<file path="src/rtl/req_token_limiter.sv">
module req_token_limiter #(
  parameter int CAP_W = 5,
  parameter int PER_W = 9
) (
  input  logic             clk,
  input  logic             rst,
  input  logic [CAP_W-1:0] cap_cfg,
  input  logic [PER_W-1:0] interval_cfg,
  input  logic             req_in,
  output logic             grant,
  output logic             deny
);
  localparam int TMR_W = PER_W - 1;

  logic [CAP_W-1:0] tokens;
  logic [TMR_W-1:0] tmr;
  logic [PER_W-1:0] reload_full;
  logic [TMR_W-1:0] reload;
  logic             refill;
  logic [CAP_W-1:0] avail;

  assign reload_full = interval_cfg - PER_W'(1);
  assign reload      = reload_full[TMR_W-1:0];
  assign refill      = !rst && (tmr == '0);
  assign avail       = (refill && tokens < cap_cfg) ? tokens + CAP_W'(1) : tokens;
  assign grant       = !rst && req_in && (avail != '0);
  assign deny        = !rst && req_in && (avail == '0);

  always_ff @(posedge clk) begin
    if (rst) begin
      tokens <= cap_cfg;
      tmr    <= reload;
    end else begin
      tokens <= grant ? avail - CAP_W'(1) : avail;
      tmr    <= refill ? reload : tmr - TMR_W'(1);
    end
  end

  AST_EXCLUSIVE: assert property (@(posedge clk) disable iff (rst) !(grant && deny));
  AST_IDLE_QUIET: assert property (@(posedge clk) disable iff (rst) !req_in |-> (!grant && !deny));
  AST_CNT_BOUND: assert property (@(posedge clk) disable iff (rst) tokens <= cap_cfg);
  AST_TMR_RANGE: assert property (@(posedge clk) disable iff (rst) {1'b0, tmr} <= reload_full);
  AST_DENY_HOLDS: assert property (@(posedge clk) disable iff (rst) deny |=> tokens == $past(tokens));
  AST_GRANT_SPENDS: assert property (@(posedge clk) disable iff (rst)
    (grant && !refill) |=> tokens == $past(tokens) - CAP_W'(1));
endmodule

</file>
<file path="config.mk">
export PLATFORM = sky130hd
export DESIGN_NAME = req_token_limiter
export DESIGN_NICKNAME = d
export VERILOG_FILES = /design/src/rtl/req_token_limiter.sv
export SDC_FILE = /design/constraint.sdc
export NUM_CORES = 1
export LEC_CHECK = 0
export ABC_AREA = 1
export ABC_CLOCK_PERIOD_IN_PS = 2050
export BUFFER_PORTS_ARGS = -buffer_cell sky130_fd_sc_hd__buf_2
export CORE_AREA = 2 2 54 56
export DETAILED_ROUTE_END_ITERATION = 6
export DIE_AREA = 0 0 56 58
export PLACE_DENSITY = 0.73
export SETUP_SLACK_MARGIN = 0.1
export SLEW_MARGIN = 0
export SYNTH_ARGS = -nofsm -noshare
export SYNTH_HDL_FRONTEND = slang
export SYNTH_SLANG_ARGS = --single-unit
</file>
<file path="constraint.sdc">
create_clock -name clk -period 2.05 [get_ports clk]
set_input_delay 0.3075 -clock clk [delete_from_list [all_inputs] [get_ports clk]]
set_output_delay 0.3075 -clock clk [all_outputs]
set_load 0.02 [all_outputs]
</file>
==> run_results.csv <==
group,metric,value,unit
run_status,status,"complete, but fails checks",
run_status,violations,"negative setup slack",
timing,rsz0062_at_grt,"yes",
timing,layout_setup_ws,-0.255,ns
synth,synth_fp_nets,214,
worst_setup_path,crit_required,1.74,ns
synth,synth-main-ff-cell,"dfxtp_1",
grt,grt-ovfl-total,0,
drt,met3_wirelength,89,um
placed_design,postPlaceCellArea,1590,sq um
hold_path,min_from,"interval_cfg[0]",
hold_path,min_delay_path_depth,2,
placed_design,placed_cells,250,
die,die_h,58,um
cts,cts_tree,"yes",
synth,yosysWarnings,0,
cts,clk_latency,0.27,ns
die,rows,19,
synth,synth_top_cell_by_area,"dfxtp_1",
timing,setup_viol,4,
synth,syn_area_per_cell,6.99,sq um
layout,fin_util,68.2,%
drt,final_antenna_net_count,0,
synth,synth_edf_count,0,
die,io_pins,19,
synth,ys_seq_elements,13,
timing,fin_setup_tns,-0.612,ns
job,maxCapViolCount,0,
synth,async_reset_ff_share,0,%
worst_setup_path,crit_type,"register to output port",
die,start_util,49.4,%
worst_setup_path,reg2reg_slack,-0.09,ns
grt,grt_pass1_vias,1158,
grt,grt_pass1_wl,4730,um
timing,hold_viol_final,0,
drt,wl,2870,um
worst_setup_path,ff2ff_path_depth,15,
timing,fin_skew,0.00493,ns
layout,syn2layout_area_growth,38.2,%
synth,synth_cell_type_count,30,
timing,maxSlewHeadroom,70.8,%
drt,drc,0,
grt,grt_max_degree,10,
placed_design,hpwlAfterDp,2130,um
drt,wl_per_cell,11.2,um
drt,top_layer,"met4",
worst_setup_path,crit_buf_inv,4,
grt,track_usage,18.2,%
worst_setup_path,r2r_end,"tokens[2]",
worst_setup_path,cp_data_arrival_time,2.00,ns
worst_setup_path,crit_chain,"ha_4, a21oi_4, buf_6, nand3_4, nor2_8, nand2_2, o21ai_4, inv_2, nand3_4, nand2_4, inv_4, buf_6",
layout,multi_input_area,1110,sq um
synth,netlist_area,1320,sq um
synth,yosysTopAreaCellShare,19.8,%
hold_path,min-delay-path-class,"input port to register",
drt,num_vias,1269,
pwr,powerDensity,543,nW/um^2
grt,antenna_found_initial,0,
placed_design,pre_cts_ws,-0.241,ns
worst_setup_path,cpMaxStageDelayCell,"dfxtp_2",
drt,drtPass1Iterations,4,
cts,holdBufCountCts,0,
layout,seq_area,265,sq um
synth,synthCells,188,
worst_setup_path,crit_fanout,5,
layout,drive_above_1_share,46.0,%
synth,synth_commonest_cells,"40 x nand2_1, 30 x inv_1, 15 x nor2_1, 13 x dfxtp_1, 10 x nand3_1",
timing,finalCritPeriodShare,112,%
timing,hold-worst-slack,0.232,ns
layout,diodes,0,
pwr,peakVddDrop,0.000378,V
worst_setup_path,critPathTopFamily,"simple AND/OR/NAND/NOR gates",
timing,period_minus_slack,2.31,ns
worst_setup_path,worstSetupEndpointType,"output port",
cts,path_clk_slew,0.08,ns
layout,layout.cells.non_filler,257,
cts,numCtsBuffers,3,
layout,fin_nets,253,
cts,cts_sinks,13,
die,die_area,3250,sq um
layout,fillers,239,
cts,htree_levels,1,
placed_design,gp_congestion,0.797,
timing,final_max_slew_viol_count,0,
synth,synth_most_common_cell,"nand2_1",
placed_design,port_buffers,17,
worst_setup_path,r2r-start,"tokens[4]",
pwr,power_leakage,0.924,nW
drt,drt_iter0_drc,23,
hold_path,whs_endpoint,"tmr[0]",
cts,cts-root-buf,"clkbuf_4",
drt,viasPerCell,4.94,
worst_setup_path,cpPeakStageDelay,0.34,ns
cts,ctsLongestPathBuffers,2,
drt,wl_met2,1550,um
synth,synth_area_leaders,"dfxtp_1 20%, nand2_1 11%, ha_1 8.6%",
worst_setup_path,critPathLaunchType,"register",
synth,yosysSeqAreaShare,19.8,%
pwr,power,986,uW
die,core_area,2660,sq um
timing,max_freq,0.434,GHz
layout,fin_area,1820,sq um
die,fp.dieW,56,um
timing,worstMarginPinSlew,0.436,ns
drt,drt-met1-wl,1160,um
==> area by class of cell <==
cell class,instances,area share (%)
clock buffers,4,1.45
multi-input cells,140,61.1
repair buffers,35,13.2
well taps,31,2.13
flip-flops and latches,13,14.6
inverters,34,7.51
==> report_power, final <==
part / internal [mW] / switching, mW
Combinational: 0.224 / 0.266
Clock: 0.0754 / 0.0819
Sequential: 0.294 / 0.0451
Total: 0.593 / 0.393
==> registers in the layout (all words and copies together), names as in the netlist <==
name	count
tmr	8
tokens	5
==> cell families after synthesis <==
kind of cell	synth area share, %
and+or+nand+nor	45.0
AOI/OAI and AO/OA	8.09
buffers and inverters	10.5
muxes	0.761
adders and majority gates	8.56
DFF	19.8
xor gates and xnor gates	7.33
==> cells in the final DEF (no fill, tap or decap), types with 4 or more instances in the layout <==
| cell type | netlist | layout |
|---|---|---|
| dfxtp_2 | 0 | 4 |
| inv_2 | 2 | 4 |
| buf_4 | 1 | 16 |
| nand2_2 | 9 | 10 |
| buf_2 | 0 | 15 |
| ha_4 | 0 | 5 |
| nand3_1 | 10 | 9 |
| xor2_1 | 8 | 8 |
| inv_1 | 30 | 26 |
| ha_1 | 9 | 4 |
| nor2_1 | 15 | 11 |
| nand2_4 | 5 | 13 |
| nand2_1 | 40 | 31 |
| dfxtp_1 | 13 | 9 |
| buf_6 | 0 | 4 |
| nor2_4 | 5 | 7 |
| nor2_2 | 2 | 4 |
| o21ai_0 | 7 | 7 |
| a21oi_1 | 5 | 4 |
==> how the worst max path moves through the flow <==
| stage | startpoint | end | slack [ns] | cells after the start |
|---|---|---|---|---|
| after detailed placement | cap_cfg[3] | tokens[4] | -0.24 | 18 |
| after global routing | tokens[4] | deny | -0.36 | 12 |
| final | tokens[4] | grant | -0.26 | 12 |
| after floorplan | cap_cfg[2] | tokens[4] | 0.05 | 17 |
| after global placement | cap_cfg[3] | tokens[4] | -0.22 | 18 |
| after CTS | tokens[4] | deny | -0.32 | 10 |
==> per-layer routing <==
metal / global-route usage [%] / vias up
met2: 33.9 / 23
met5: 0 / -
met3: 2.68 / 8
li1: - / 666
met1: 21.8 / 572
met4: 5.10 / 0
==> repair_timing <==
item,in CTS,in global routing
hold endpoints to repair,0,0
resized for setup,16,27
pin swaps,11,15
buffers inserted,1,2
endpoints found under the setup margin,7,7
No activity file was read; power rests on OpenSTA's default activity.
